File: src/rtl/lcd_quad_pkg.sv
package lcd_quad_pkg;
  typedef enum logic [1:0] {
    LVL_LOW  = 2'b00,
    LVL_HALF = 2'b01,
    LVL_FULL = 2'b10
  } lvl_e;

  localparam int NUM_COM = 4;
  localparam int PHASES  = 2 * NUM_COM;
  localparam int PH_W    = $clog2(PHASES);
endpackage

File: src/rtl/lcd_tick_div.sv
module lcd_tick_div #(
  parameter int DIV = 4
) (
  input  logic clk,
  input  logic rst,
  input  logic hold,
  output logic tick
);
  localparam int CW = (DIV > 1) ? $clog2(DIV) : 1;

  logic [CW-1:0] cnt;

  assign tick = (cnt == CW'(DIV - 1));

  always_ff @(posedge clk) begin
    if (rst || hold)   cnt <= '0;
    else if (tick)     cnt <= '0;
    else               cnt <= cnt + 1'b1;
  end

  // Divider count must never exceed its terminal value
  assert_cnt_range_R4: assert property (@(posedge clk) disable iff (rst)
    (32'(cnt) < DIV));
endmodule

File: src/rtl/lcd_phase_seq.sv
module lcd_phase_seq
  import lcd_quad_pkg::*;
(
  input  logic            clk,
  input  logic            rst,
  input  logic            hold,
  input  logic            tick,
  output logic [PH_W-1:0] phase,
  output logic            wrap
);
  assign wrap = tick && (phase == PH_W'(PHASES - 1));

  always_ff @(posedge clk) begin
    if (rst || hold) phase <= '0;
    else if (tick)   phase <= phase + 1'b1;
  end

  // Each tick advances exactly one phase (modulo a full frame)
  assert_phase_step_R4: assert property (@(posedge clk) disable iff (rst || hold)
    (tick && !hold) |=> (phase == $past(phase) + 1'b1));
endmodule

File: src/rtl/lcd_level_enc.sv
module lcd_level_enc
  import lcd_quad_pkg::*;
#(
  parameter int NUM_SEG = 4
) (
  input  logic [PH_W-1:0]          phase,
  input  logic [NUM_COM*NUM_SEG-1:0] pattern,
  output logic [2*NUM_COM-1:0]     com_lvl,
  output logic [2*NUM_SEG-1:0]     seg_lvl
);
  logic       positive;
  logic [1:0] sel;
  lvl_e       sel_rail;
  lvl_e       anti_rail;

  assign positive  = ~phase[PH_W-1];
  assign sel       = phase[1:0];
  assign sel_rail  = positive ? LVL_FULL : LVL_LOW;
  assign anti_rail = positive ? LVL_LOW  : LVL_FULL;

  for (genvar c = 0; c < NUM_COM; c++) begin : g_com
    assign com_lvl[2*c +: 2] = (sel == 2'(c)) ? sel_rail : LVL_HALF;
  end

  for (genvar s = 0; s < NUM_SEG; s++) begin : g_seg
    logic [NUM_COM-1:0] pix;
    assign pix = pattern[NUM_COM*s +: NUM_COM];
    assign seg_lvl[2*s +: 2] = pix[sel] ? anti_rail : sel_rail;
  end
endmodule

File: src/rtl/lcd_quad_drive.sv
module lcd_quad_drive
  import lcd_quad_pkg::*;
#(
  parameter int NUM_SEG  = 16,
  parameter int CLK_HZ   = 200_000_000,
  parameter int FRAME_HZ = 75
) (
  input  logic                       clk,
  input  logic                       rst,
  input  logic                       backup,
  input  logic [NUM_COM*NUM_SEG-1:0] seg_pat_i,
  output logic [2*NUM_COM-1:0]       com_lvl_o,
  output logic [2*NUM_SEG-1:0]       seg_lvl_o
);
  localparam int DIV_RAW = CLK_HZ / (FRAME_HZ * PHASES);
  localparam int DIV     = (DIV_RAW < 1) ? 1 : DIV_RAW;

  logic                       run;
  logic                       tick;
  logic                       wrap;
  logic                       load;
  logic [PH_W-1:0]            phase;
  logic [NUM_COM*NUM_SEG-1:0] shadow;
  logic [2*NUM_COM-1:0]       com_nx;
  logic [2*NUM_SEG-1:0]       seg_nx;

  assign load = (!run && !backup) || wrap;

  lcd_tick_div #(.DIV(DIV)) u_div (
    .clk  (clk),
    .rst  (rst),
    .hold (backup || !run),
    .tick (tick)
  );

  lcd_phase_seq u_seq (
    .clk   (clk),
    .rst   (rst),
    .hold  (backup),
    .tick  (tick),
    .phase (phase),
    .wrap  (wrap)
  );

  lcd_level_enc #(.NUM_SEG(NUM_SEG)) u_enc (
    .phase   (phase),
    .pattern (shadow),
    .com_lvl (com_nx),
    .seg_lvl (seg_nx)
  );

  always_ff @(posedge clk) begin
    if (rst) run <= 1'b0;
    else     run <= !backup;
  end

  always_ff @(posedge clk) begin
    if (rst)       shadow <= '0;
    else if (load) shadow <= seg_pat_i;
  end

  always_ff @(posedge clk) begin
    if (rst || backup || !run) begin
      com_lvl_o <= '0;
      seg_lvl_o <= '0;
    end else begin
      com_lvl_o <= com_nx;
      seg_lvl_o <= seg_nx;
    end
  end

  // ---------------- assertions ----------------
  logic [NUM_COM-1:0] com_active;
  logic [NUM_SEG-1:0] seg_half;
  logic               any_bad;

  always_comb begin
    any_bad = 1'b0;
    for (int c = 0; c < NUM_COM; c++) begin
      com_active[c] = (com_lvl_o[2*c +: 2] != LVL_HALF);
      if (com_lvl_o[2*c +: 2] == 2'b11) any_bad = 1'b1;
    end
    for (int s = 0; s < NUM_SEG; s++) begin
      seg_half[s] = (seg_lvl_o[2*s +: 2] == LVL_HALF);
      if (seg_lvl_o[2*s +: 2] == 2'b11) any_bad = 1'b1;
    end
  end

  assert_reset_low_R1: assert property (@(posedge clk) disable iff (rst)
    $fell(rst) |-> (com_lvl_o == '0 && seg_lvl_o == '0));

  assert_no_code3_R2: assert property (@(posedge clk) disable iff (rst)
    run |-> !any_bad);

  assert_one_common_R3: assert property (@(posedge clk) disable iff (rst)
    (com_lvl_o != '0) |-> ($countones(com_active) == 1));

  assert_seg_rail_R6: assert property (@(posedge clk) disable iff (rst)
    (com_lvl_o != '0) |-> (seg_half == '0));

  assert_shadow_frame_R7: assert property (@(posedge clk) disable iff (rst)
    !$stable(shadow) |-> (phase == '0));

  assert_backup_low_R8: assert property (@(posedge clk) disable iff (rst)
    backup |=> (com_lvl_o == '0 && seg_lvl_o == '0));
endmodule

File: config.mk
export PLATFORM = sky130hd
export DESIGN_NAME = lcd_quad_drive
export DESIGN_NICKNAME = d
export VERILOG_FILES = /design/src/rtl/lcd_quad_pkg.sv /design/src/rtl/lcd_tick_div.sv /design/src/rtl/lcd_phase_seq.sv /design/src/rtl/lcd_level_enc.sv /design/src/rtl/lcd_quad_drive.sv
export SDC_FILE = /design/constraint.sdc
export NUM_CORES = 1
export LEC_CHECK = 0
export ABC_AREA = 1
export ABC_CLOCK_PERIOD_IN_PS = 1910
export BUFFER_PORTS_ARGS = -buffer_cell sky130_fd_sc_hd__buf_2
export CAP_MARGIN = 20
export CORE_ASPECT_RATIO = 0.75
export CORE_UTILIZATION = 25
export CTS_BUF_LIST = sky130_fd_sc_hd__clkbuf_8
export CTS_CLUSTER_DIAMETER = 60
export DETAILED_ROUTE_END_ITERATION = 10
export HOLD_SLACK_MARGIN = 0.15
export MAX_ROUTING_LAYER = met4
export PLACE_DENSITY = 0.48
export SKIP_CTS_REPAIR_TIMING = 1
export SYNTH_ARGS = -nofsm -noshare
export SYNTH_HDL_FRONTEND = slang
export SYNTH_SLANG_ARGS = --single-unit
File: constraint.sdc
create_clock -name clk -period 1.91 [get_ports clk]
set_input_delay 0.382 -clock clk [delete_from_list [all_inputs] [get_ports clk]]
set_output_delay 0.382 -clock clk [all_outputs]
set_load 0.05 [all_outputs]
# Word level (Yosys, flattened, before mapping)
# Index checks and enable logic that the tools add are counted.
dict set report classes {
  n_addsub 2
  order_cmp 1
  eq_ne 5
  n_mux 54
  bitwise 4
  n_reduce_logical 15
}
# operator count
set ops {}
lappend ops {{2-bit 2-to-1 mux} 18}
lappend ops {{1-bit binary-select mux with 2-bit select} 16}
lappend ops {{1-bit 2-to-1 mux} 20}
lappend ops {{19-bit by 1-bit adder with 19-bit output (second input constant)} 1}
lappend ops {{19-bit == test (second input constant)} 1}
lappend ops {{2-bit OR reduction} 5}
lappend ops {{1-bit logical OR} 5}
lappend ops {{2-bit == test (second input constant)} 2}
lappend ops {{1-bit inverter} 4}
lappend ops {{3-bit by 1-bit adder with 3-bit output (second input constant)} 1}
lappend ops {{3-bit == test (second input constant)} 1}
lappend ops {{2-bit by 3-bit less-than comparator with 1-bit output (second input constant)} 1}
lappend ops {{2-bit by 1-bit == test with 1-bit output (second input constant)} 1}
lappend ops {{1-bit logical AND} 2}
lappend ops {{1-bit logical NOT} 2}
lappend ops {{2-bit logical NOT} 1}
dict set report totals {
  ff_bits 127
  in_bits 67
  wordCells 91
}

# Longest topological paths before layout
# Gate-level depths: netlist of run 1.
dict set report logic_depth {
  ltp_word 4
  ltp_mapped 12
  ltp_nobuf 11
}

# By module
# A second synthesis of run 1 with hierarchy kept.
dict set report hier_totals {
  hier_cells 948
  area_unflattened_um2 6258.5
}
# mod instances cells_each area_each_um2 seq_area_each_um2
set by_module_without_submodules {}
lappend by_module_without_submodules {lcd_quad_drive 1 543 3933.8 2102.0}
lappend by_module_without_submodules {lcd_level_enc 1 233 1148.6 0.0}
lappend by_module_without_submodules {lcd_tick_div 1 150 1027.2 380.4}
lappend by_module_without_submodules {lcd_phase_seq 1 22 148.9 60.1}

# Worst setup path before layout of run 1
# OpenSTA, ideal clock, no wires.
dict set report synth_timing {
  kind {flip-flop to flip-flop}
  startpoint {reg u_div.cnt[0]}
  endpoint {reg shadow[43]}
  arrival_ns 1.339
  required_time_ns 1.795
  slack_ns 0.456
  stages_incl_launch_ff 12
  cell_sequence {dfxtp_1 -> inv_1 -> ha_1 -> nand2_1 -> clkinv_1 -> nand2_1 -> nor2_1 -> nand3_2 -> buf_2 -> buf_6 -> a21oi_1 -> nor2_1}
}
dict set report synth_between {
  elab_chain_cells 3
}
# element line_no
set synth_lines {}
lappend synth_lines {{from (decl)} lcd_tick_div.sv:11} ;# logic [CW-1:0] cnt;
lappend synth_lines {{from (signal assigned)} lcd_tick_div.sv:18} ;# else cnt <= cnt + 1'b1;
lappend synth_lines {{19-bit == test} lcd_tick_div.sv:13} ;# assign tick = (cnt == CW'(DIV - 1));
lappend synth_lines {{1-bit logical AND} lcd_phase_seq.sv:11} ;# assign wrap = tick && (phase == PH_W'(PHASES - 1));
lappend synth_lines {{1-bit logical OR} lcd_quad_drive.sv:27} ;# assign load = (!run && !backup) || wrap;
lappend synth_lines {{to (signal assigned)} lcd_quad_drive.sv:59} ;# else if (load) shadow <= seg_pat_i;
lappend synth_lines {{to (decl)} lcd_quad_drive.sv:23} ;# logic [NUM_COM*NUM_SEG-1:0] shadow;
# No other way between the ends.
# A chain may end at the register's enable or synchronous reset.

# Final worst setup path of run 1
dict set report layout_timing {
  startpoint {reg u_div.cnt[14]}
  endpoint {reg shadow[9]}
}
# The elaborated chain is that of the path after synthesis.

==> summary.txt, run 1 <==
Outcome
  • Status: complete, no violations

Job
  • Number of max-cap violations: 0

Critical path
  • Crit end category: flip-flop
  • Crit path kind: reg -> reg
  • CP Launch Type: flip-flop
  • Crit path cell chain: nor2_1 > nand3_1 > nor2_2 > nand3_4 > buf_12 > a21oi_1 > nor2_1
  • CP Max Fanout: 30
  • Worst endpoint data arrival time: a little under 2 ns
  • Highest cell delay on the worst timing path: 0.37 ns
  • CP max stage cell: dfxtp_1
  • Most common cell on crit path: nor2_1
  • Critical Path RT: 2.19 ns

STA
  • Worst clock skew: about 0.0091 ns
  • Setup TNS: 0 ns
  • Fin crit period: 1.69 ns
  • RSZ-0062 raised after global routing: no
  • Setup violators final: 0
  • Worst-margin pin slew: ~0.63 ns
  • Final period util: 0.884
  • Max-slew violations: 0
  • Final Hold Viols: 0
  • Final hold slack: around 0.21 ns
  • F_max: between 0.5 and 0.6 GHz
  • Relative slew slack: 0.581
  • Setup ws final: 0.222 ns

Final layout
  • Share of cells above drive strength 1: 0.225
  • Most common cell after layout, fill and taps aside: a21oi_1
  • Layout Area Growth over Synthesis: 16.7%
  • Nets: approximately 930
  • Most frequent cells in the layout: a21oi_1, nor2_1, dfxtp_1, nand2_1, buf_2
  • ANT cells: 0

Synthesis
  • Cell count after synthesis: between 700 and 800
  • Sequential area share after synthesis: 0.397
  • Complex-gate fraction of the synthesized area: 0.142
  • Count of state elements after synthesis: ~110
  • Post-Synth Adder-Cell Area: 0.0157
  • Synth Area in Simple Gates: 0.298
  • Mapped Area: roughly 0.0056 sq mm
  • Mean Syn Cell Area: approximately 7.2 sq um
  • Synth Warn #: 0
  • Xor/xnor share of the synthesized area: 0.0110
  • Yosys cell types: 27
  • Mux share of post-synthesis cell area: 0
  • Combinational family with the most area after synthesis: simple AND/OR/NAND/NOR gates

Detailed routing
  • Initial DRC Count: 309
  • Routed length per instance: 12.6 um
  • Antenna Violating Nets Remaining: 0
  • DR vias/cell: 4.17
  • Remaining DRCs: 0
  • Final WL: roughly 14000 um
  • Vias: approximately 4800
  • Pre-Repair DR Iteration Count: 4

Placed design
  • Port Buf Inserts: 90
  • HPWL after detailed placement: a little under 10000 um
  • RD Place Congestion: 0.718
  • Post-placement setup slack: between 0.09 and 0.1 ns

CTS
  • CTS root buffer: clkbuf_8
  • Bufs on Longest Clock Path: 2
  • Clock buffers created by TritonCTS: 9
  • CTS HTree Levels: 3
  • CTS tree: yes
  • Clk sink count: 111
  • Reg clk slew, reported paths: around 0.10 ns
  • Clk Latency, worst-skew pair: between 0.3 and 0.4 ns

Die
  • Starting Density: 0.260
  • Die area: approximately 0.023 sq mm
  • I/O pin count: 107
  • Die Wd: ~170 um
  • Core Box Area: 0.0215 sq mm
  • Chip Height: between 100 and 150 um
  • Row count: 46

Min path
  • Min-Delay Path Class: in -> reg

GRT
  • Pin count of the biggest net entering global routing: just under 70
  • Initial antenna violation count: 0
  • Number of global-route vias before repair: 4333
  • Congestion Overflow GR: 0
  • First-pass GRT wire length: approximately 23000 um
  • Gr usage total: 0.131

Power
  • Worst VDD drop: approximately 260 uV
  • Pwr/cell area: a little under 700 mW/mm^2
  • Static Leak: slightly above 3 nW
## path summary, 6_finish.rpt
check | startpoint | end | slack (ns) | depth (start not counted)
worst min register to register | u_div.cnt[0] | u_div.cnt[0] | 0.49 | 1
worst min-delay path | seg_pat_i[58] | shadow[58] | 0.21 | 3
worst max register to register | u_div.cnt[14] | shadow[9] | 0.22 | 7
worst max-delay path | u_div.cnt[14] | shadow[9] | 0.22 | 7
## metal layers
| metal | track usage | vias to the layer above | wire length [um] |
|---|---|---|---|
| li1 | - | 2597 | - |
| met3 | 0.0304 | 5 | 500 |
| met1 | 0.187 | 2090 | 7920 |
| met2 | 0.184 | 88 | 5990 |
| met4 | 0.0324 | 0 | 87 |
| met5 | - | - | 0 |
## worst max-delay path: cells and delay by family (launching register included)
family | cells | cell delay, ns
buffers and inverters | 1 | 0.23
DFF | 1 | 0.37
AOI/OAI and AO/OA | 1 | 0.17
and+or+nand+nor | 5 | 0.81
## per-stage QoR
stage | util | total power [mW] | instance area [sq um] | cells
after floorplan | - | 3.02 | 5650 | 789
after detailed placement | 0.294 | 3.18 | 6320 | 1128
after CTS | 0.301 | 4.47 | 6480 | 1143
final | 0.303 | 4.40 | 6530 | 1147
after global placement | 0.294 | 3.17 | 6320 | 1128
after global routing | 0.303 | 4.65 | 6530 | 1147
## final cells by class
type                            count  area, sq um
Timing Repair Buffer              119          743
Multi-Input combinational cell    525         2710
Clock buffer                       10          138
Tap cell                          288          360
Fill cell                        2412        15000
Inverter                           89          334
Clock inverter                      5         20.0
Sequential cell                   111         2220
## report_power, final
| part | total [mW] | leakage, nW | internal (mW) | switching, mW |
|---|---|---|---|---|
| sequential | 2.47 | 0.912 | 2.43 | 0.0416 |
| combinational | 0.647 | 2.06 | 0.235 | 0.411 |
| clock | 1.28 | 0.0971 | 0.485 | 0.798 |
| total | 4.40 | 3.07 | 3.15 | 1.25 |
## synthesized netlist by cell type
cell type	count	area (sq um)
buf_1	7	26.3
buf_6	13	146
inv_1	84	315
or2_0	1	6.26
a21oi_1	122	611
or2_2	3	18.8
clkinv_1	4	15.0
clkbuf_1	13	48.8
ha_1	7	87.6
buf_4	16	120
nor2_2	2	12.5
nor3_1	2	10.0
nand3b_1	2	15.0
inv_2	1	3.75
nand2_1	108	405
nand3_1	42	210
dfxtp_1	111	2220
nand3_2	51	510
buf_2	16	80.1
conb_1	1	3.75
xnor2_1	4	35.0
nor2_4	1	11.3
nand2_2	1	6.26
nor2_1	121	454
o21ai_0	37	185
nand4_1	1	6.26
xor2_1	3	26.3
## sequential cells by signal, summed over array words and instances (netlist names)
register	count
u_div.cnt	19
seg_lvl_o	16
com_lvl_o	8
shadow	64
run	1
u_seq.phase	3
## cell families (layout without fill, tap and decap cells)
family	Yosys count	after routing
and+or+nand+nor	335	336
AOI/OAI and AO/OA	159	159
buffers and inverters	154	223
DFF	111	111
adders and majority gates	7	7
xor gates and xnor gates	7	7
other	1	16
No activity file was read; power rests on OpenSTA's default activity.
==> inputs of run 2 (changes only) <==
Settings changed: ABC_AREA 1 to not set.
==> summary.txt, run 2 <==
Outcome
  • Status: complete, no violations

Synthesis
  • Main synth FF type: dfxtp_1
  • Synth cell count leaders: nand2b_1, dfxtp_1, mux2i_1
  • Yosys cell types: between 40 and 50
  • Synth Warn #: 0
  • Cell count after synthesis: between 500 and 600
  • EDFF count, synth: 0
  • Sequential area share after synthesis: 0.412
  • Most frequent cell after synthesis: nand2b_1
  • Synth area leader: dfxtp_1
  • Post-synth top area share: 0.412
  • Synth async-reset ratio: 0
  • Synth area leaders: dfxtp_1, nand2b_1, mux2i_1, mux4_2, xor2_1
  • Mapped Area: 0.00539 sq mm
  • Count of state elements after synthesis: about 110
  • Mean Syn Cell Area: 10.6 sq um

Die
  • Row count: 46
  • Die area: 0.0222 sq mm
  • Starting Density: 0.255
  • Core Box Area: between 0.02 and 0.025 sq mm
  • I/O pin count: about 110
  • Chip Height: roughly 130 um
  • Die Wd: approximately 170 um

Min path
  • Hold Path Origin: seg_pat_i[57]
  • Min-Delay Path Class: in -> reg

Critical path
  • Critical path buffers and inverters: 2
  • Crit end category: flip-flop
  • Worst endpoint data arrival time: approximately 2.2 ns
  • Reg2reg start: u_div.cnt[0]
  • CP Max Fanout: 20
  • CP top delay family: flip-flops
  • Worst Setup SP: u_div.cnt[0]
  • CP Launch Type: flip-flop
  • Crit path cell chain: inv_1 > ha_1 > nor2b_1 > and4b_4 > a31oi_4 > clkbuf_16 > mux2i_1
  • Critical Path RT: between 2 and 2.5 ns
  • Crit path kind: reg -> reg
  • Highest cell delay on the worst timing path: roughly 0.38 ns
  • CP max stage cell: dfxtp_1

Placed design
  • Placed Cells: 863
  • RD Place Congestion: ~0.69
  • Port Buf Inserts: 90
  • HPWL after detailed placement: 8110 um

Final layout
  • Area of the multi-input gates: between 0.002 and 0.003 sq mm
  • Layout Area Growth over Synthesis: 15.0%
  • ANT cells: 0
  • Most frequent cells in the layout: nand2b_1, dfxtp_1, buf_2, mux2i_1, nor2_1
  • Register area: between 0.002 and 0.0025 sq mm
  • Most flops, register: shadow
  • Filler Cells Inserted: 2212
  • Most common cell after layout, fill and taps aside: nand2b_1
  • Non-Filler Instances: 880
  • Largest register FFs: 64
  • Largest regs: shadow: 64 flops, u_div.cnt: 19 flops, seg_lvl_o: 16 flops
  • Share of cells above drive strength 1: 0.248
  • Nets: around 660

GRT
  • Gr usage total: 0.113
  • First-pass GRT wire length: 18500 um
  • Number of global-route vias before repair: between 3000 and 4000
  • Pin count of the biggest net entering global routing: 129
  • Initial antenna violation count: 0
  • Congestion Overflow GR: 0

STA
  • Final period util: 0.958
  • Setup violators final: 0
  • F_max: around 0.55 GHz
  • Max-slew violations: 0
  • Fin crit period: approximately 1.8 ns
  • Setup TNS: 0 ns
  • Worst clock skew: roughly 0.013 ns
  • Final Hold Viols: 0

CTS
  • Clk Latency, worst-skew pair: a little under 0.4 ns
  • CTS root buffer: clkbuf_8
  • Clock buffers created by TritonCTS: 9
  • CTS HTree Levels: 3
  • Reg clk slew, reported paths: 0.11 ns
  • Clk sink count: 111
  • CTS tree: yes
  • Bufs on Longest Clock Path: 2

Power
  • Clock share of power: 0.336
  • Pint: 3.31 mW
  • Switch Pwr: 1.20 mW
  • Net Sw Frac: 0.265
  • Worst VDD drop: ~260 uV
  • Logic pwr share: 0.118
  • Part of the power in registers: 0.545
  • Pwr Total: approximately 4.5 mW
  • Static Leak: 2.72 nW
  • Pwr/cell area: about 730 mW/mm^2

Detailed routing
  • Initial DRC Count: 147
  • Remaining DRCs: 0
  • Routed length per instance: between 10 and 15 um
  • Pre-Repair DR Iteration Count: 4
  • Final WL: 11900 um
  • Vias: between 3000 and 4000
  • DR vias/cell: 4.09
  • Antenna Violating Nets Remaining: 0

Job
  • Number of max-cap violations: 0
run 2: changes by cell type in the layout (fill, tap and decap cells not counted), moves of 23 or more:
cell	previous run	this run
o21ai_0	37	6
mux2i_1	0	64
nor2_1	119	34
nand2_1	108	4
nand2b_1	0	128
nand3_1	42	9
xor2_1	3	26
nand3_2	50	1
a21oi_1	122	7
inv_1	88	7
run 2: worst register-to-register path, cell delays in order, from the launching register on:
cell,delay [ns]
dfxtp_1,0.38
inv_1,0.06
ha_1,0.18
nor2b_1,0.14
and4b_4,0.22
a31oi_4,0.28
clkbuf_16,0.29
mux2i_1,0.21
run 2: path summary, 6_finish.rpt:
path,depth (start not counted),to,slack (ns)
min reg2reg,2,shadow[54],0.48
max reg2reg,7,shadow[62],0.08
min,3,shadow[57],0.23
max,7,shadow[62],0.08
run 2: metrics by stage:
stage                util  hold WS [ns]  area [sq um]  worst slack, ns
finish              0.294         0.229          6200           0.0803
global route        0.294         0.213          6200        -0.000852
CTS                 0.292         0.193          6180           0.0280
detailed placement  0.282         0.454          5960           0.0456
global placement    0.282         0.443          5960            0.112
floorplan               -         0.425          5450            0.258
run 2: cell families (layout without fill, tap and decap cells):
family | count (synthesis) | in the layout | synth area share
other | 1 | 16 | 0.000695
adder cells (fa/ha/maj) | 7 | 7 | 0.0162
XOR/XNOR | 27 | 27 | 0.0439
multiplexers | 80 | 80 | 0.186
AND/OR/NAND/NOR | 207 | 207 | 0.235
AO/OA/AOI/OAI | 20 | 20 | 0.0248
buffers and inverters | 58 | 124 | 0.0812
flip-flops | 111 | 111 | 0.412
run 2: layout make-up:
type                    count  area share
multi-input cells         357       0.450
clock buffers              10      0.0222
well taps                 288      0.0581
inverters                   7     0.00424
repair buffers            101      0.0948
flip-flops and latches    111       0.359
clock inverters             6      0.0123
run 2: routing by layer:
layer | part of all wire | up-vias | wire [um] | track usage
li1 | - | 1825 | - | -
met1 | 0.49 | 1697 | 5810 | 0.144
met2 | 0.45 | 68 | 5390 | 0.174
met3 | 0.045 | 9 | 529 | 0.0321
met4 | 0.011 | 0 | 127 | 0.0347
met5 | 0 | - | 0 | -
run 2: power groups by stage:
stage / clock network [mW] / registers, mW / logic, mW
after global routing: 1.70 / 2.47 / 0.582
after floorplan: 0 / 2.54 / 0.411
after detailed placement: 0 / 2.51 / 0.533
after global placement: 0 / 2.51 / 0.524
final: 1.52 / 2.46 / 0.535
after CTS: 1.60 / 2.46 / 0.535
